==> config.mk <==
export PLATFORM = sky130hd
export DESIGN_NAME = gpio_edge_bank
export DESIGN_NICKNAME = d
export VERILOG_FILES = /design/src/rtl/gpio_edge_pkg.sv /design/src/rtl/gpio_sync_chain.sv /design/src/rtl/gpio_setclr_reg.sv /design/src/rtl/gpio_evt_status.sv /design/src/rtl/gpio_bank_irq.sv /design/src/rtl/gpio_edge_bank.sv
export SDC_FILE = /design/constraint.sdc
export NUM_CORES = 1
export LEC_CHECK = 0
export BUFFER_PORTS_ARGS = -buffer_cell sky130_fd_sc_hd__buf_2
export CAP_MARGIN = 20
export CORE_MARGIN = 2
export CORE_UTILIZATION = 57
export DETAILED_ROUTE_END_ITERATION = 16
export GPL_TIMING_DRIVEN = 0
export PLACE_DENSITY = 0.78
export SYNTH_ARGS = -nofsm -noshare
export SYNTH_HDL_FRONTEND = slang
export SYNTH_SLANG_ARGS = --single-unit
==> constraint.sdc <==
create_clock -name clk -period 2.9 [get_ports clk]
set_clock_uncertainty 0.15 [all_clocks]
set_input_delay 0.58 -clock clk [delete_from_list [all_inputs] [get_ports clk]]
set_output_delay 0.58 -clock clk [all_outputs]
set_load 0.05 [all_outputs]
==> src/rtl/gpio_edge_pkg.sv <==
package gpio_edge_pkg;

   localparam int REG_ADDR_W = 4;

   typedef enum logic [REG_ADDR_W-1:0] {
      REG_DIR      = 4'h0,
      REG_OUT_SET  = 4'h1,
      REG_OUT_CLR  = 4'h2,
      REG_PIN_IN   = 4'h3,
      REG_RISE_SET = 4'h4,
      REG_RISE_CLR = 4'h5,
      REG_FALL_SET = 4'h6,
      REG_FALL_CLR = 4'h7,
      REG_EVT_STAT = 4'h8,
      REG_BANK_EN  = 4'h9
   } reg_sel_e;

endpackage

==> src/rtl/gpio_sync_chain.sv <==
module gpio_sync_chain #(
   parameter int WIDTH  = 32,
   parameter int STAGES = 2
) (
   input  logic             clk,
   input  logic             rst_n,
   input  logic [WIDTH-1:0] d,
   output logic [WIDTH-1:0] q,
   output logic [WIDTH-1:0] q_prev
);

   logic [WIDTH-1:0] stage_q [STAGES];
   logic [WIDTH-1:0] hist_q;

   generate
      for (genvar s = 0; s < STAGES; s++) begin : g_stage
         if (s == 0) begin : g_first
            always_ff @(posedge clk or negedge rst_n) begin
               if (!rst_n) stage_q[s] <= '0;
               else        stage_q[s] <= d;
            end
         end else begin : g_next
            always_ff @(posedge clk or negedge rst_n) begin
               if (!rst_n) stage_q[s] <= '0;
               else        stage_q[s] <= stage_q[s-1];
            end
         end
      end
   endgenerate

   always_ff @(posedge clk or negedge rst_n) begin
      if (!rst_n) hist_q <= '0;
      else        hist_q <= stage_q[STAGES-1];
   end

   assign q      = stage_q[STAGES-1];
   assign q_prev = hist_q;

endmodule

==> src/rtl/gpio_setclr_reg.sv <==
module gpio_setclr_reg #(
   parameter int               WIDTH     = 32,
   parameter logic [WIDTH-1:0] RESET_VAL = '0
) (
   input  logic             clk,
   input  logic             rst_n,
   input  logic             set_we,
   input  logic             clr_we,
   input  logic [WIDTH-1:0] mask,
   output logic [WIDTH-1:0] q
);

   always_ff @(posedge clk or negedge rst_n) begin
      if (!rst_n)      q <= RESET_VAL;
      else if (set_we) q <= q | mask;
      else if (clr_we) q <= q & ~mask;
   end

endmodule

==> src/rtl/gpio_evt_status.sv <==
module gpio_evt_status #(
   parameter int WIDTH = 32
) (
   input  logic             clk,
   input  logic             rst_n,
   input  logic [WIDTH-1:0] level,
   input  logic [WIDTH-1:0] level_prev,
   input  logic [WIDTH-1:0] rise_en,
   input  logic [WIDTH-1:0] fall_en,
   input  logic             clr_we,
   input  logic [WIDTH-1:0] clr_mask,
   output logic [WIDTH-1:0] stat
);

   logic [WIDTH-1:0] rise_hit;
   logic [WIDTH-1:0] fall_hit;
   logic [WIDTH-1:0] drop;

   always_comb begin
      rise_hit = level & ~level_prev & rise_en;
      fall_hit = ~level & level_prev & fall_en;
      drop     = clr_we ? clr_mask : '0;
   end

   // new events are ORed in after the clear, so they win on a collision
   always_ff @(posedge clk or negedge rst_n) begin
      if (!rst_n) stat <= '0;
      else        stat <= (stat & ~drop) | rise_hit | fall_hit;
   end

endmodule

==> src/rtl/gpio_bank_irq.sv <==
module gpio_bank_irq #(
   parameter int NUM_PINS = 32,
   parameter int BANK_W   = 16,
   parameter bit IRQ_REG  = 1'b0,
   localparam int NUM_BANKS = NUM_PINS / BANK_W
) (
   input  logic                 clk,
   input  logic                 rst_n,
   input  logic [NUM_PINS-1:0]  stat,
   input  logic [NUM_BANKS-1:0] bank_en,
   output logic [NUM_BANKS-1:0] irq
);

   logic [NUM_BANKS-1:0] pend;

   generate
      for (genvar b = 0; b < NUM_BANKS; b++) begin : g_bank
         assign pend[b] = bank_en[b] & (|stat[b*BANK_W +: BANK_W]);
      end

      if (IRQ_REG) begin : g_reg
         always_ff @(posedge clk or negedge rst_n) begin
            if (!rst_n) irq <= '0;
            else        irq <= pend;
         end
      end else begin : g_comb
         assign irq = pend;
      end
   endgenerate

endmodule

==> src/rtl/gpio_edge_bank.sv <==
module gpio_edge_bank
   import gpio_edge_pkg::*;
#(
   parameter int NUM_PINS    = 32,
   parameter int BANK_W      = 16,
   parameter int DATA_W      = 32,
   parameter int SYNC_STAGES = 2,
   parameter bit IRQ_REG     = 1'b0,
   localparam int NUM_BANKS  = NUM_PINS / BANK_W
) (
   input  logic                  clk,
   input  logic                  rst_n,
   input  logic                  wr_en,
   input  logic [REG_ADDR_W-1:0] addr,
   input  logic [DATA_W-1:0]     wr_data,
   output logic [DATA_W-1:0]     rd_data,
   input  logic [NUM_PINS-1:0]   gpio_in,
   output logic [NUM_PINS-1:0]   gpio_out,
   output logic [NUM_PINS-1:0]   gpio_oe,
   output logic [NUM_BANKS-1:0]  irq
);

   generate
      if (NUM_PINS % BANK_W != 0) begin : g_chk_bank
         $error("NUM_PINS must be a whole number of banks");
      end
      if (NUM_PINS > DATA_W) begin : g_chk_width
         $error("NUM_PINS must fit in the data word");
      end
      if (NUM_BANKS > DATA_W) begin : g_chk_banks
         $error("bank enables must fit in the data word");
      end
      if (SYNC_STAGES < 2) begin : g_chk_sync
         $error("at least two synchronizer stages are required");
      end
   endgenerate

   logic [NUM_PINS-1:0]  dir_q;
   logic [NUM_PINS-1:0]  out_q;
   logic [NUM_PINS-1:0]  rise_en_q;
   logic [NUM_PINS-1:0]  fall_en_q;
   logic [NUM_PINS-1:0]  evt_stat_q;
   logic [NUM_BANKS-1:0] bank_en_q;
   logic [NUM_PINS-1:0]  pin_lvl;
   logic [NUM_PINS-1:0]  pin_lvl_prev;
   logic [NUM_PINS-1:0]  wmask;

   logic we_dir, we_out_set, we_out_clr, we_rise_set, we_rise_clr;
   logic we_fall_set, we_fall_clr, we_stat, we_ben;

   assign wmask = wr_data[NUM_PINS-1:0];

   always_comb begin
      we_dir      = wr_en && (addr == REG_DIR);
      we_out_set  = wr_en && (addr == REG_OUT_SET);
      we_out_clr  = wr_en && (addr == REG_OUT_CLR);
      we_rise_set = wr_en && (addr == REG_RISE_SET);
      we_rise_clr = wr_en && (addr == REG_RISE_CLR);
      we_fall_set = wr_en && (addr == REG_FALL_SET);
      we_fall_clr = wr_en && (addr == REG_FALL_CLR);
      we_stat     = wr_en && (addr == REG_EVT_STAT);
      we_ben      = wr_en && (addr == REG_BANK_EN);
   end

   always_ff @(posedge clk or negedge rst_n) begin
      if (!rst_n)      dir_q <= '1;
      else if (we_dir) dir_q <= wmask;
   end

   always_ff @(posedge clk or negedge rst_n) begin
      if (!rst_n)      bank_en_q <= '0;
      else if (we_ben) bank_en_q <= wr_data[NUM_BANKS-1:0];
   end

   gpio_setclr_reg #(.WIDTH(NUM_PINS), .RESET_VAL('0)) u_out_reg (
      .clk(clk), .rst_n(rst_n),
      .set_we(we_out_set), .clr_we(we_out_clr), .mask(wmask), .q(out_q)
   );

   gpio_setclr_reg #(.WIDTH(NUM_PINS), .RESET_VAL('0)) u_rise_reg (
      .clk(clk), .rst_n(rst_n),
      .set_we(we_rise_set), .clr_we(we_rise_clr), .mask(wmask), .q(rise_en_q)
   );

   gpio_setclr_reg #(.WIDTH(NUM_PINS), .RESET_VAL('0)) u_fall_reg (
      .clk(clk), .rst_n(rst_n),
      .set_we(we_fall_set), .clr_we(we_fall_clr), .mask(wmask), .q(fall_en_q)
   );

   gpio_sync_chain #(.WIDTH(NUM_PINS), .STAGES(SYNC_STAGES)) u_sync (
      .clk(clk), .rst_n(rst_n), .d(gpio_in), .q(pin_lvl), .q_prev(pin_lvl_prev)
   );

   gpio_evt_status #(.WIDTH(NUM_PINS)) u_status (
      .clk(clk), .rst_n(rst_n),
      .level(pin_lvl), .level_prev(pin_lvl_prev),
      .rise_en(rise_en_q), .fall_en(fall_en_q),
      .clr_we(we_stat), .clr_mask(wmask), .stat(evt_stat_q)
   );

   gpio_bank_irq #(.NUM_PINS(NUM_PINS), .BANK_W(BANK_W), .IRQ_REG(IRQ_REG)) u_irq (
      .clk(clk), .rst_n(rst_n), .stat(evt_stat_q), .bank_en(bank_en_q), .irq(irq)
   );

   always_comb begin
      unique case (addr)
         REG_DIR:                   rd_data = DATA_W'(dir_q);
         REG_OUT_SET, REG_OUT_CLR:  rd_data = DATA_W'(out_q);
         REG_PIN_IN:                rd_data = DATA_W'(pin_lvl);
         REG_RISE_SET, REG_RISE_CLR: rd_data = DATA_W'(rise_en_q);
         REG_FALL_SET, REG_FALL_CLR: rd_data = DATA_W'(fall_en_q);
         REG_EVT_STAT:              rd_data = DATA_W'(evt_stat_q);
         REG_BANK_EN:               rd_data = DATA_W'(bank_en_q);
         default:                   rd_data = '0;
      endcase
   end

   assign gpio_out = out_q;
   assign gpio_oe  = ~dir_q;

endmodule

==> reports/metrics.yaml <==
status:
  status: "finished, final reports clean"
clock_tree:
  cts.clk_slew.worst_paths_ps: 60
  clock_sinks: 258
  clkLatencyLatePin_ps: 540
  clockBufferDepth: 3
  root_buffer: "clkbuf_16"
  h-tree-depth: 1
  numCtsBuffers: 27
  cts_tree: "built"
drt:
  highest-signal-layer: "met5"
  num_vias: 9631
  wl_per_cell_um: 23.79
  drt_wl_total_um: 35760
  antenna_left: 0
  wl_met3_um: 4506
  drcViolationCount: 0
  met2WireLength_um: 16300
  wl_met1_um: 13220
  routed_via_density: 6.408
  first_pass_iters: 6
  drt_iter0_drc: 1153
setup_path:
  crit_path_max_incr_delay_ps: 380
  cp_data_required_time_ps: 2170
  path_cells: "clkbuf_4 > buf_6 > mux2_2 > a222oi_1 > o22ai_1 > clkbuf_4"
  arrival_ps: 2160
  critPathBufInv: 3
  timing_worst_setup_path_type: "in2out"
  cp_slowest_cell: "a222oi_1"
  cp_top_family: "buffers and inverters"
  worst_setup_path_end_kind: "output pin"
  crit_path_start_kind: "input port"
  cp_max_fo: 10
  worst_path_most_repeated_cell: "clkbuf_4"
synth:
  synthesis.area_um2: 11200
  ys_ff_latch: 258
  yosysMostFrequentCell: "dfrtp_1"
  synth-seq-area-share_pct: 58.00
  synth_cells: 988
  synth_top_cell_by_area: "dfrtp_1"
  ys.flop_type: "dfrtp_1"
  netlist.area_leader.share_pct: 50.50
  synthDistinctLibCells: 48
  syn_nets: 1059
  synth_edf_count: 0
  yosys_warnings: 0
  syn_area_per_cell_um2: 11.34
  synthArstFlopShare_pct: 100.0
  synthTopCellsByArea: "dfrtp_1, dfstp_2, mux2i_1"
  ys_top_cells_by_count: "dfrtp_1, a21oi_1, inv_1"
sta:
  relSlewSlack_pct: 51.36
  hold_viol: 0
  tightest_slew_ps: 729.6
  setup_viol_count_final: 0
  whs_ps: 6.172
  fmax_mhz: 345.5
  min_period_ps: 2894
  rsz0062_at_grt: "yes"
  drv_slew: 0
  fin_crit_sh_pct: 99.79
grt:
  grt_pass1_wl_um: 53330
  grt_overflow: 0
  grt_antenna_before_repair: 4
  grt_pass1_vias: 9415
  grt_usage_pct: 34.45
  grt_max_degree: 122
power_and_ir_drop:
  p_per_area_nw_per_um2: 732.4
  leakage_uw: 0.006575
  peakVddDrop_v: 0.0003987
floorplanning:
  die_height_um: 144.2
  core_area_um2: 19400
  row_count: 51
  ios: 169
  die_x_um: 144.2
  die_area_um2: 20790
  initial_core_util_pct: 57.73
cells_and_area:
  final_area_um2: 13810
  syn_to_final_growth_pct: 23.28
  nNetsFinal: 1286
  drive_above_1_share_pct: 27.94
place:
  place_congestion: 0.9392
  dp_hpwl_um: 23410
  port-buffer-count: 166
  placed_area_um2: 12460
run:
  cap_violations: 0
min_path:
  hold_class: "in2reg"
-- cell type report --
cell class	instances	area (um2)
multi-input cells	586	4188
fillers	1429	5592
plain buffers	74	417.9
repair buffers	198	1211
inverters	70	262.8
clock inverters	8	93.84
well taps	265	331.6
clock buffers	41	798.3
diodes	3	7.507
flip-flops and latches	258	6496
-- report_power, final --
group	switching, uW	internal [uW]
Combinational	1490	652
Clock	1420	2070
Sequential	359	4130
-- metal layers --
layer / up-vias / track usage (%)
met3: 136 / 7.947
met5: - / 0
met1: 4679 / 46.97
li1: 4113 / -
met2: 699 / 52.63
met4: 4 / 16.66
-- repair_timing --
item,4_1_cts,5_1_grt
resized for setup,39,23
endpoints found under the hold margin,48,3
buffers inserted,1,1
hold buffers,25,3
pin swaps,1,0
setup endpoints to repair,31,28
-- path summary, 6_finish.rpt --
check	end	start	depth (start not counted)	slack [ps]
min in group asynchronous	bank_en_q[1]	rst_n	2	330
worst min-delay path	u_sync.stage_q[60]	gpio_in[28]	1	6
worst min register to register	u_sync.q[18]	u_sync.stage_q[50]	0	190
worst max-delay path	rd_data[12]	addr[1]	6	6
worst max register to register	flop	flop	1	1870
max in group asynchronous	u_sync.stage_q[50]	rst_n	3	1430
-- stage by stage --
step | setup WS (ps) | total power, uW | instances | setup TNS [ps] | util, %
3_3_place_gp | -3479 | 6504 | 1419 | -858390 | 63.91
5_1_grt | -6.182 | 10470 | 1501 | -11.83 | 71.15
4_1_cts | -17.99 | 10080 | 1496 | -17.99 | 70.65
6_report | 6.043 | 10110 | 1503 | 0 | 71.18
3_5_place_dp | -805.0 | 6575 | 1421 | -16290 | 64.25
2_1_floorplan | -320.6 | 5879 | 988 | -988.5 | -
-- cells in the final DEF (no fill, tap or decap), types with 5 or more instances in the layout --
cell type | Yosys | layout
clkbuf_2 | 0 | 15
clkinv_2 | 0 | 5
o31ai_1 | 32 | 32
clkbuf_16 | 0 | 27
nand2_1 | 64 | 64
o2bb2ai_1 | 13 | 13
dfstp_2 | 32 | 32
a21oi_1 | 79 | 79
mux2i_1 | 51 | 51
buf_6 | 1 | 5
a22oi_1 | 7 | 7
nand3b_1 | 52 | 52
o211ai_1 | 33 | 33
nor3b_1 | 14 | 13
mux2_1 | 8 | 8
clkbuf_8 | 0 | 8
a32oi_1 | 17 | 17
inv_1 | 70 | 70
a31oi_1 | 63 | 63
clkbuf_4 | 0 | 12
nor4_1 | 8 | 8
buf_2 | 29 | 180
and3_1 | 9 | 9
o21ai_0 | 8 | 8
nand3_1 | 39 | 39
buf_4 | 3 | 10
clkbuf_1 | 36 | 22
mux2_2 | 34 | 34
a211o_1 | 13 | 13
a21o_1 | 8 | 8
dfrtp_1 | 226 | 226
o311ai_2 | 0 | 5
dlygate4sd3_1 | 0 | 28
-- kinds of logic after synthesis --
kind of cell	Yosys count	synth area share (%)
mux	93	8.781
simple gates	202	10.32
xor+xnor	1	0.1453
compound gates	290	17.43
buf+inv	144	5.318
flops	258	58.00
Note: power is estimated with default switching activity, not from simulation.
